## config.mk

```make
export PLATFORM = sky130hd
export DESIGN_NAME = syncword_hunter
export DESIGN_NICKNAME = d
export VERILOG_FILES = /design/src/rtl/swh_pkg.sv /design/src/rtl/swh_correlator.sv /design/src/rtl/swh_deframer.sv /design/src/rtl/swh_serializer.sv /design/src/rtl/syncword_hunter.sv
export SDC_FILE = /design/constraint.sdc
export NUM_CORES = 1
export LEC_CHECK = 0
export ABC_AREA = 1
export BUFFER_PORTS_ARGS = -buffer_cell sky130_fd_sc_hd__buf_2
export CAP_MARGIN = 25
export CORE_MARGIN = 2
export CORE_UTILIZATION = 35
export DETAILED_ROUTE_END_ITERATION = 7
export HOLD_SLACK_MARGIN = 0.05
export PLACE_DENSITY_LB_ADDON = 0.3
export SYNTH_ARGS = -nofsm -noshare
export SYNTH_HDL_FRONTEND = slang
export SYNTH_SLANG_ARGS = --single-unit
```

## constraint.sdc

```tcl
create_clock -name clk -period 8.1 [get_ports clk]
set_input_delay 0.405 -clock clk [delete_from_list [all_inputs] [get_ports clk]]
set_output_delay 0.405 -clock clk [all_outputs]
set_load 0.02 [all_outputs]
```

## src/rtl/swh_pkg.sv

```systemverilog
// Shared types for the sync word hunter.
// Assumes: the threshold select is a 2-bit code driven by software-held configuration.
package swh_pkg;

    // Acceptance rule selected by the 2-bit threshold code
    typedef enum logic [1:0] {
        THR_OFF   = 2'b00,
        THR_15_16 = 2'b01,
        THR_16_16 = 2'b10,
        THR_30_32 = 2'b11
    } thr_mode_e;

    // Receive framing state
    typedef enum logic {
        ST_SEARCH = 1'b0,
        ST_LOCKED = 1'b1
    } rx_state_e;

endpackage

```

## src/rtl/swh_correlator.sv

```systemverilog
// Bit history and correlator.
// Shifts every valid bit into a history of twice the word width. It compares the
// history, with the incoming bit included, against the programmed word and reports
// a combinational hit for the current bit when the mismatch count is within the
// limit of the selected mode and enough bits have arrived since the last clear.
// Assumes: bit_vld is already gated off by the caller when a bit must be discarded.
module swh_correlator
    import swh_pkg::*;
#(
    parameter int BYTE_W      = 8,
    parameter int LOOSE_MISS  = 1,
    parameter int DOUBLE_MISS = 2
) (
    input  logic              clk,
    input  logic              rst_n,
    input  logic              bit_in,
    input  logic              bit_vld,
    input  logic              fill_clr,
    input  logic [BYTE_W-1:0] word_hi,
    input  logic [BYTE_W-1:0] word_lo,
    input  thr_mode_e         mode,
    output logic              corr_hit
);
    localparam int WORD_W = 2 * BYTE_W;
    localparam int PAT_W  = 2 * WORD_W;
    localparam int CNT_W  = $clog2(PAT_W + 1);
    localparam logic [CNT_W-1:0] FULL_LEN  = CNT_W'(PAT_W);
    localparam logic [CNT_W-1:0] WORD_LEN  = CNT_W'(WORD_W);
    localparam logic [CNT_W-1:0] LOOSE_LIM = CNT_W'(LOOSE_MISS);
    localparam logic [CNT_W-1:0] DBL_LIM   = CNT_W'(DOUBLE_MISS);

    logic [PAT_W-1:0] hist_q;
    logic [PAT_W-1:0] hist_nx;
    logic [PAT_W-1:0] target;
    logic [PAT_W-1:0] diff;
    logic [CNT_W-1:0] fill_q;
    logic [CNT_W-1:0] miss_word;
    logic [CNT_W-1:0] miss_pat;
    logic [CNT_W-1:0] need_len;
    logic             fill_ok;
    logic             thr_ok;

    assign hist_nx = {hist_q[PAT_W-2:0], bit_in};
    assign target  = {word_hi, word_lo, word_hi, word_lo};

    // Per-bit difference between candidate history and target pattern
    generate
        for (genvar g = 0; g < PAT_W; g++) begin : g_cmp
            assign diff[g] = hist_nx[g] ^ target[g];
        end
    endgenerate

    // Count mismatches over the newest word and over the whole pattern
    always_comb begin
        miss_word = '0;
        miss_pat  = '0;
        for (int i = 0; i < PAT_W; i++) begin
            if (i < WORD_W) begin
                miss_word = miss_word + CNT_W'(diff[i]);
            end
            miss_pat = miss_pat + CNT_W'(diff[i]);
        end
    end

    // Decide whether the mismatch count meets the selected rule
    always_comb begin
        need_len = (mode == THR_30_32) ? FULL_LEN : WORD_LEN;
        fill_ok  = (fill_q >= (need_len - CNT_W'(1)));
        unique case (mode)
            THR_15_16: thr_ok = (miss_word <= LOOSE_LIM);
            THR_16_16: thr_ok = (miss_word == '0);
            THR_30_32: thr_ok = (miss_pat <= DBL_LIM);
            default:   thr_ok = 1'b0;
        endcase
        corr_hit = bit_vld && fill_ok && thr_ok;
    end

    // History shift register and saturating count of bits since clear
    always_ff @(posedge clk) begin
        if (!rst_n) begin
            hist_q <= '0;
            fill_q <= '0;
        end else begin
            if (bit_vld) begin
                hist_q <= hist_nx;
            end
            if (fill_clr) begin
                fill_q <= '0;
            end else if (bit_vld && (fill_q != FULL_LEN)) begin
                fill_q <= fill_q + CNT_W'(1);
            end
        end
    end

endmodule

```

## src/rtl/swh_deframer.sv

```systemverilog
// Lock control and byte packing.
// In search state it accepts a correlator hit that the qualifiers allow. On
// acceptance it pulses sync_hit and enters the locked state. While locked it packs
// every BYTE_W valid bits, MSB first, into a byte with a one-cycle strobe.
// Assumes: corr_hit is only ever high in a cycle that carries a valid bit.
module swh_deframer
    import swh_pkg::*;
#(
    parameter int BYTE_W = 8
) (
    input  logic              clk,
    input  logic              rst_n,
    input  logic              bit_in,
    input  logic              bit_vld,
    input  logic              restart,
    input  logic              corr_hit,
    input  logic              qual_ok,
    output logic              sync_hit,
    output logic              locked,
    output logic [BYTE_W-1:0] byte_out,
    output logic              byte_vld
);
    localparam int BIT_CW = $clog2(BYTE_W);
    localparam logic [BIT_CW-1:0] LAST_POS = BIT_CW'(BYTE_W - 1);

    rx_state_e         state_q;
    logic [BIT_CW-1:0] pos_q;
    logic [BYTE_W-1:0] pack_q;
    logic [BYTE_W-1:0] pack_nx;

    assign pack_nx = {pack_q[BYTE_W-2:0], bit_in};
    assign locked  = (state_q == ST_LOCKED);

    // Search/lock state, acceptance pulse, byte packing and strobe
    always_ff @(posedge clk) begin
        if (!rst_n) begin
            state_q  <= ST_SEARCH;
            pos_q    <= '0;
            pack_q   <= '0;
            byte_out <= '0;
            byte_vld <= 1'b0;
            sync_hit <= 1'b0;
        end else begin
            sync_hit <= 1'b0;
            byte_vld <= 1'b0;
            if (restart) begin
                state_q <= ST_SEARCH;
                pos_q   <= '0;
            end else if (state_q == ST_SEARCH) begin
                if (corr_hit && qual_ok) begin
                    state_q  <= ST_LOCKED;
                    sync_hit <= 1'b1;
                    pos_q    <= '0;
                end
            end else if (bit_vld) begin
                pack_q <= pack_nx;
                if (pos_q == LAST_POS) begin
                    byte_out <= pack_nx;
                    byte_vld <= 1'b1;
                    pos_q    <= '0;
                end else begin
                    pos_q <= pos_q + BIT_CW'(1);
                end
            end
        end
    end

endmodule

```

## src/rtl/swh_serializer.sv

```systemverilog
// Transmit-side sync word inserter.
// On start it loads the word, doubled when the 30/32 mode is selected. It presents
// the oldest pending bit and drops it on each shift strobe. When no bits are left,
// the payload bit passes straight through.
// Assumes: start and shift are single-cycle strobes from the transmit sequencer.
module swh_serializer
    import swh_pkg::*;
#(
    parameter int BYTE_W = 8
) (
    input  logic              clk,
    input  logic              rst_n,
    input  logic              start,
    input  logic              shift,
    input  logic [BYTE_W-1:0] word_hi,
    input  logic [BYTE_W-1:0] word_lo,
    input  thr_mode_e         mode,
    input  logic              payload_bit,
    output logic              tx_bit,
    output logic              active
);
    localparam int WORD_W = 2 * BYTE_W;
    localparam int PAT_W  = 2 * WORD_W;
    localparam int CNT_W  = $clog2(PAT_W + 1);

    logic [PAT_W-1:0] out_q;
    logic [CNT_W-1:0] left_q;
    logic [PAT_W-1:0] load_val;
    logic [CNT_W-1:0] load_len;

    // Choose single or doubled word for loading
    always_comb begin
        if (mode == THR_30_32) begin
            load_val = {word_hi, word_lo, word_hi, word_lo};
            load_len = CNT_W'(PAT_W);
        end else begin
            load_val = {word_hi, word_lo, {WORD_W{1'b0}}};
            load_len = CNT_W'(WORD_W);
        end
    end

    assign active = (left_q != '0);
    assign tx_bit = active ? out_q[PAT_W-1] : payload_bit;

    // Load on start, otherwise drop one pending bit per shift
    always_ff @(posedge clk) begin
        if (!rst_n) begin
            out_q  <= '0;
            left_q <= '0;
        end else if (start) begin
            out_q  <= load_val;
            left_q <= load_len;
        end else if (shift && active) begin
            out_q  <= {out_q[PAT_W-2:0], 1'b0};
            left_q <= left_q - CNT_W'(1);
        end
    end

endmodule

```

## src/rtl/syncword_hunter.sv

```systemverilog
// Sync word correlator detector, top level.
// Ties the correlator, the lock/byte deframer and the transmit serializer together
// and forms the acceptance qualifier from the preamble-quality and carrier flags.
// Assumes: configuration inputs change only while the receive path is idle or
// about to be restarted; restart discards any bit offered with it.
module syncword_hunter
    import swh_pkg::*;
#(
    parameter int BYTE_W      = 8,
    parameter int LOOSE_MISS  = 1,
    parameter int DOUBLE_MISS = 2
) (
    input  logic              clk,
    input  logic              rst_n,
    input  logic              rx_bit,
    input  logic              rx_bit_vld,
    input  logic [BYTE_W-1:0] word_hi,
    input  logic [BYTE_W-1:0] word_lo,
    input  logic [1:0]        thr_mode,
    input  logic              pq_gate_en,
    input  logic              pq_reached,
    input  logic              cs_gate_en,
    input  logic              cs_present,
    input  logic              restart,
    output logic              sync_hit,
    output logic              locked,
    output logic [BYTE_W-1:0] rx_byte,
    output logic              rx_byte_vld,
    input  logic              tx_start,
    input  logic              tx_shift,
    input  logic              tx_payload_bit,
    output logic              tx_bit,
    output logic              tx_sync_active
);
    thr_mode_e mode;
    logic      bit_take;
    logic      corr_hit;
    logic      qual_ok;

    assign mode     = thr_mode_e'(thr_mode);
    assign bit_take = rx_bit_vld && !restart;
    assign qual_ok  = (!pq_gate_en || pq_reached) && (!cs_gate_en || cs_present);

    swh_correlator #(
        .BYTE_W      (BYTE_W),
        .LOOSE_MISS  (LOOSE_MISS),
        .DOUBLE_MISS (DOUBLE_MISS)
    ) corr_i (
        .clk      (clk),
        .rst_n    (rst_n),
        .bit_in   (rx_bit),
        .bit_vld  (bit_take),
        .fill_clr (restart),
        .word_hi  (word_hi),
        .word_lo  (word_lo),
        .mode     (mode),
        .corr_hit (corr_hit)
    );

    swh_deframer #(
        .BYTE_W (BYTE_W)
    ) defr_i (
        .clk      (clk),
        .rst_n    (rst_n),
        .bit_in   (rx_bit),
        .bit_vld  (bit_take),
        .restart  (restart),
        .corr_hit (corr_hit),
        .qual_ok  (qual_ok),
        .sync_hit (sync_hit),
        .locked   (locked),
        .byte_out (rx_byte),
        .byte_vld (rx_byte_vld)
    );

    swh_serializer #(
        .BYTE_W (BYTE_W)
    ) ser_i (
        .clk         (clk),
        .rst_n       (rst_n),
        .start       (tx_start),
        .shift       (tx_shift),
        .word_hi     (word_hi),
        .word_lo     (word_lo),
        .mode        (mode),
        .payload_bit (tx_payload_bit),
        .tx_bit      (tx_bit),
        .active      (tx_sync_active)
    );

endmodule

```

Word-level counts from Yosys, hierarchy flattened

Cells that the tools add are included.

Mux-type cells: 15
Order comparisons: 3
Add/sub/neg operators: 35
Bitwise logic cells: 36
Reduce and logical (&&, ||, !) cells: 22
Eq/ne operators: 6

Operators with widths:

| kind                                                                  | number |
|---|---|
| 6-bit by 1-bit adder with 6-bit output                                | 30 |
| 32-bit two-way mux                                                    | 2 |
| 1-bit XOR                                                             | 32 |
| 6-bit two-way mux                                                     | 3 |
| 16-bit two-way mux                                                    | 1 |
| 3-bit two-way mux                                                     | 4 |
| 6-bit by 1-bit subtractor with 6-bit output, second input constant    | 2 |
| 1-bit logical AND                                                     | 7 |
| 6-bit by 1-bit adder with 6-bit output, second input constant         | 1 |
| 6-bit greater-or-equal comparator                                     | 1 |
| 6-bit by 1-bit <= comparator with 1-bit output, second input constant | 1 |
| 6-bit by 2-bit <= comparator with 1-bit output, second input constant | 1 |
| 6-bit logical NOT                                                     | 1 |
| 6-bit != test, second input constant                                  | 1 |
| 6-bit nonzero test                                                    | 1 |
| 2-bit == test, second input constant                                  | 2 |
| 1-bit two-way mux                                                     | 4 |
| 1-bit NOT                                                             | 4 |
| 4-bit AND reduction                                                   | 1 |
| 2-bit nonzero test                                                    | 2 |
| 4-bit OR reduction                                                    | 1 |
| 3-bit by 1-bit adder with 3-bit output, second input constant         | 1 |
| 3-bit == test, second input constant                                  | 1 |
| 1-bit logical NOT                                                     | 3 |
| other kinds (9)                                                       | 10 |

Bits of input ports: 30
Bits in registers: 96

Longest topological paths before layout

Depth in word-level cells: 38
Mapped depth: 26
Mapped depth without buffers: 26

By module

From an unflattened synthesis, not the netlist that was laid out.

Cells, all modules: 695
Area total of the unflattened synthesis: 5525.3 µm²

By module, submodules not included:

| module          | area each (µm²) | sequential area each (µm²) | cells an instance | instances |
|---|---|---|---|---|
| swh_correlator  | 2567.5          | 740.7                      | 319               | 1 |
| swh_serializer  | 2102.0          | 760.7                      | 265               | 1 |
| swh_deframer    | 825.8           | 420.4                      | 103               | 1 |
| syncword_hunter | 30.0            | 0.0                        | 8                 | 1 |

Worst setup path after synthesis

Ideal clock, no wire load.

Path kind: input to register
From: in rx_bit
To: reg defr_i.pos_q[1]
Arrival: 7.081 ns
Buffers on the path: 0
Cell stages on the path: 23
Data required time: 7.982 ns
Slack: 0.901 ns
Cells stage by stage: xor2_1 -> ha_1 -> inv_1 -> fa_1 -> fa_1 -> fa_1 -> fa_1 -> fa_1 -> fa_1 -> fa_1 -> fa_1 -> fa_1 -> inv_1 -> fa_1 -> fa_1 -> nand2_1 -> nand3_1 -> nor2_1 -> nand2_1 -> a21oi_1 -> nand3_1 -> nand3_1 -> a21oi_1

Longest elaborated chain between the ends: 38

RTL lines:

| element                                                  | RTL line                                   | RTL |
|---|---|---|
| start: declaration                                       | syncword_hunter.sv:15                      | `input logic rx_bit,` |
| 1-bit XOR (*)                                            | swh_correlator.sv:49                       | `assign diff[g] = hist_nx[g] ^ target[g];` |
| 1-bit by 1-bit adder with 2-bit output (*)               | swh_correlator.sv:59, swh_correlator.sv:61 |  |
| 6-bit by 1-bit adder with 6-bit output (*) (14 in a row) | swh_correlator.sv:59, swh_correlator.sv:61 |  |
| 6-bit by 1-bit adder with 6-bit output (16 in a row)     | swh_correlator.sv:61                       | `miss_pat = miss_pat + CNT_W'(diff[i]);` |
| 6-bit by 2-bit <= comparator with 1-bit output           | swh_correlator.sv:72                       | `THR_30_32: thr_ok = (miss_pat <= DBL_LIM);` |
| 1-bit case mux with 3 select lines (*)                   | swh_correlator.sv:69                       | `unique case (mode)` |
| 1-bit logical AND (*)                                    | swh_correlator.sv:75                       | `corr_hit = bit_vld && fill_ok && thr_ok;` |
| 1-bit logical AND (*)                                    | swh_deframer.sv:50                         | `if (corr_hit && qual_ok) begin` |
| 2-bit nonzero test (no source line) (*)                  | -                                          |  |
| 2-bit AND reduction (no source line) (*)                 | -                                          |  |
| end signal: assignment                                   | swh_deframer.sv:62                         | `pos_q <= pos_q + BIT_CW'(1);` |
| end: declaration                                         | swh_deframer.sv:27                         | `logic [BIT_CW-1:0] pos_q;` |

Every way passes the cells marked *; elsewhere a longest branch is shown, timed or not.
A chain may end at the register's enable or synchronous reset.

Worst setup path after layout

From: reg corr_i.hist_q[0]
To: reg defr_i.pos_q[2]

Longest elaborated chain between the ends: 38

RTL lines:

| element                                                  | RTL line                                   | RTL |
|---|---|---|
| start: declaration                                       | swh_correlator.sv:32                       | `logic [PAT_W-1:0] hist_q;` |
| start signal: assignment                                 | swh_correlator.sv:85                       | `hist_q <= hist_nx;` |
| 1-bit XOR (*)                                            | swh_correlator.sv:49                       |  |
| 1-bit by 1-bit adder with 2-bit output (*)               | swh_correlator.sv:59, swh_correlator.sv:61 |  |
| 6-bit by 1-bit adder with 6-bit output (*) (14 in a row) | swh_correlator.sv:59, swh_correlator.sv:61 |  |
| 6-bit by 1-bit adder with 6-bit output (16 in a row)     | swh_correlator.sv:61                       |  |
| 6-bit by 2-bit <= comparator with 1-bit output           | swh_correlator.sv:72                       |  |
| 1-bit case mux with 3 select lines (*)                   | swh_correlator.sv:69                       |  |
| 1-bit logical AND (*)                                    | swh_correlator.sv:75                       |  |
| 1-bit logical AND (*)                                    | swh_deframer.sv:50                         |  |
| 2-bit nonzero test (no source line) (*)                  | -                                          |  |
| 2-bit AND reduction (no source line) (*)                 | -                                          |  |

Marks and branches as above.

==> out/results.md <==
• 633 — synthesized instance count
• 0 — Post-CTS Setup Inserts
• 0.9092 — post-route clock period utilization
• 7.912 um^2 — average cell area after synthesis
• 60 ps — clock transition at the registers of the reported paths
• 0.4015 — fraction of power spent switching nets
• 18490 um — wire length of the first global-routing pass
• in -> reg — classification of the worst-slack hold path
• 12.92% — Syn-to-layout area delta
• 7364 ps — final period demand of the worst path
• 382.6 nW/um^2 — PD cells
• 4.744 — DR vias/cell
• 123.6 um — Die W
• 2 — Clock Tree Buf Depth
• 96 — Clock Sinks
• reg -> reg — critical path class
• 0.1358 GHz — maximum frequency from static timing analysis
• 350 ps — clock latency on the worst-skew pair
• 705 — number of nets produced by synthesis
• 1295 uW — internal power
• 740 ps — flop2flop setup slack
• 33 — Unique masters post-synth
• 0 — initial antenna violation count
• 3 — htree depth
• 43 — number of I/O pins
• 3 — number of instances on the worst hold path
• 9 — number of clock buffers inserted by TritonCTS
• 223 — DRC violation total after the first TritonRoute iteration
• flop — CP Launch Type
• 0.5329 — Slew headroom
• flop — Critical Path Sink Type
• 23 — length in cells of the worst reg-to-reg path
• 4 — maximum fanout count along the critical path
• 0.3837 — proportion of synthesized chip area in sequential cells
• 7832 um — detailed placer's ending HPWL
• 123.6 um — vertical die dimension
• 43 — number of standard-cell rows in the floorplan
• built — CTS tree
• 0.3594 — starting density of the core
• 0.235 — relative contribution of sequential cells to total power
• 42 — # port buffers
• 0.218 — clock share of power
• 0 — cells resized by post-CTS repair
• 123 x sky130_fd_sc_hd__nand2_1, 96 x sky130_fd_sc_hd__dfxtp_1, 90 x sky130_fd_sc_hd__nor2_1 — most frequent cells in the layout
• 0.548 — combinational group share of total power
• 0 — number of endpoints with negative hold slack in the final report
• 8340 ps — required arrival time at the worst endpoint
• 0 — max-slew violation count
• 5009 um^2 — post-synthesis instance area
• 4 — number of optimization iterations in the first detailed-route pass
• finished, final reports clean — run status
• 12.84 um — detailed-route wire length per cell
• 0 — count of antenna diodes in the layout
• no — setup repair after global routing missed its margin
• 868.7 uW — P_sw
• 0.0002539 V — VDD IR-drop max
• sky130_fd_sc_hd__nand2_1 — most common cell after layout, fill and taps aside
• 0 — hold bufs inserted after CTS
• 7.768 ps — clock skew after layout
• 699.0 ps — transition time at the pin with the least slew margin
• 44 — largest net degree at the start of global routing
• sky130_fd_sc_hd__clkbuf_16 — root buffer cell
• 735 — fin nets
• 15280 um^2 — total die area
• 0 ps — accumulated negative setup slack
• 10890 um — routed wire length
• 96 — register bit total from synthesis
• 462.9 ps — placement-stage worst setup slack
• 0 — ANT nets after route
• 13930 um^2 — core region area
• 0 — YS warnings
• 0 — number of setup violations in the final report
• 0.002438 uW — leak pwr
• 0 — Congestion Overflow GR
• 0.7713 — GP Congestion
• 7600 ps — data arrival time at the worst-slack endpoint
• 0 — DRC violation count after routing
• 0.1108 — layout cells sized above 1
• 735.7 ps — final worst slack
• 0.1562 — overall track demand over capacity in global routing
• 0.4059 — post-route core utilization
• 3853 — number of global-route vias before repair
• 0 — count of maximum capacitance violations
• 4023 — total via count in the routed design
worst paths after layout:
path,startpoint,to
max,corr_i.hist_q[0]$_SDFFE_PN0P_,defr_i.pos_q[2]$_SDFFE_PP0P_
min,rx_bit,defr_i.byte_out[0]$_SDFFE_PN0P_
max reg2reg,corr_i.hist_q[0]$_SDFFE_PN0P_,defr_i.pos_q[2]$_SDFFE_PP0P_
min reg2reg,ser_i.out_q[1]$_SDFFE_PN0P_,ser_i.out_q[1]$_SDFFE_PN0P_
synth_stat cells:
cell	count	area share
sky130_fd_sc_hd__a31oi_1	16	0.020
sky130_fd_sc_hd__mux2_2	1	0.0022
sky130_fd_sc_hd__o21ai_0	63	0.063
sky130_fd_sc_hd__nor4_1	1	0.0012
sky130_fd_sc_hd__nand3b_1	1	0.0015
sky130_fd_sc_hd__ha_1	20	0.050
sky130_fd_sc_hd__buf_1	2	0.0015
sky130_fd_sc_hd__clkinv_1	1	0.00075
sky130_fd_sc_hd__nand4_4	1	0.0042
sky130_fd_sc_hd__inv_2	2	0.0015
sky130_fd_sc_hd__nor2_1	90	0.067
sky130_fd_sc_hd__buf_2	3	0.0030
sky130_fd_sc_hd__nor3_1	2	0.0020
sky130_fd_sc_hd__nor2_8	2	0.0080
sky130_fd_sc_hd__nand3_1	11	0.011
sky130_fd_sc_hd__xor2_1	9	0.016
sky130_fd_sc_hd__o21ba_2	1	0.0020
sky130_fd_sc_hd__nand2_1	123	0.092
sky130_fd_sc_hd__nor2_2	1	0.0012
sky130_fd_sc_hd__dfxtp_1	96	0.38
sky130_fd_sc_hd__clkbuf_1	14	0.010
sky130_fd_sc_hd__fa_1	22	0.088
sky130_fd_sc_hd__and3_1	1	0.0012
sky130_fd_sc_hd__inv_6	1	0.0017
sky130_fd_sc_hd__nor2_4	4	0.0090
sky130_fd_sc_hd__nand4_1	3	0.0037
sky130_fd_sc_hd__a21o_1	1	0.0015
sky130_fd_sc_hd__a21oi_1	43	0.043
sky130_fd_sc_hd__xnor2_1	26	0.045
sky130_fd_sc_hd__buf_6	4	0.0090
sky130_fd_sc_hd__inv_1	65	0.049
sky130_fd_sc_hd__nand2_4	2	0.0045
sky130_fd_sc_hd__buf_4	1	0.0015
worst max-delay path, stage by stage (launching register included):
cell and delay [ps]:
sky130_fd_sc_hd__dfxtp_1 320, sky130_fd_sc_hd__xor2_1 160, sky130_fd_sc_hd__ha_1 280, sky130_fd_sc_hd__inv_1 50
sky130_fd_sc_hd__fa_1 500, sky130_fd_sc_hd__fa_1 520, sky130_fd_sc_hd__fa_1 520, sky130_fd_sc_hd__fa_1 520
sky130_fd_sc_hd__fa_1 540, sky130_fd_sc_hd__fa_1 520, sky130_fd_sc_hd__fa_1 520, sky130_fd_sc_hd__fa_1 520
sky130_fd_sc_hd__fa_1 560, sky130_fd_sc_hd__inv_1 60, sky130_fd_sc_hd__fa_1 450, sky130_fd_sc_hd__fa_1 440
sky130_fd_sc_hd__nand2_1 80, sky130_fd_sc_hd__nand3_1 70, sky130_fd_sc_hd__nor2_1 80, sky130_fd_sc_hd__nand2_1 60
sky130_fd_sc_hd__a21oi_1 170, sky130_fd_sc_hd__nand3_1 160, sky130_fd_sc_hd__nand3_1 110, sky130_fd_sc_hd__a21oi_1 70
cell type report:
type                       instances  area, um^2
inverter                          69       264.0
timing repair buffer              43       217.7
clock inverter                     5       78.83
multi-input combinational        444        2695
tap                              180       225.2
sequential                        96        1922
fill                            1441        8279
clock buffer                      11       252.7
per-layer routing:
metal	part of all wire	vias up	wire length [um]	GRT usage
met5	0	-	0	0
met4	0.012	0	132	0.04261
met3	0.048	12	526	0.04853
met2	0.45	64	4859	0.2435
met1	0.49	1883	5366	0.2096
li1	-	2064	-	-
power by group through the flow:
stage               combinational, uW  sequential [uW]  clock, uW
detailed placement               1200              518          0
global route                     1440              511        500
finish                           1180              508        471
floorplan                         983              515          0
CTS                              1210              508        483
global placement                 1180              518          0
metrics by stage:
step           total power, uW  hold WS [ps]  instances  area, um^2
6_report                  2164         348.4        848        5655
5_1_grt                   2454         352.8        848        5655
4_1_cts                   2202         339.0        848        5655
3_5_place_dp              1713         455.8        832        5324
3_3_place_gp              1698         444.6        832        5324
2_1_floorplan             1498         432.4        633        5009
registers in the layout, indices dropped and copies added, names as in the netlist:
register / flops
corr_i.fill_q: 6
corr_i.hist_q: 31
defr_i.byte_out: 8
defr_i.byte_vld: 1
defr_i.locked: 1
defr_i.pack_q: 7
defr_i.pos_q: 3
defr_i.sync_hit: 1
ser_i.left_q: 6
ser_i.out_q: 32
logic make-up (layout without fill, tap and decap cells):
group                    Yosys count  count (layout)  synth area share
AND/OR/NAND/NOR                  242             242            0.2073
AO/OA/AOI/OAI                    124             124            0.1294
flip-flops                        96              96            0.3837
buffers and inverters             93             128           0.07819
adder cells (fa/ha/maj)           42              42            0.1379
XOR/XNOR                          35              35           0.06121
multiplexers                       1               1          0.002248
Power figures use the tool's default switching activity.
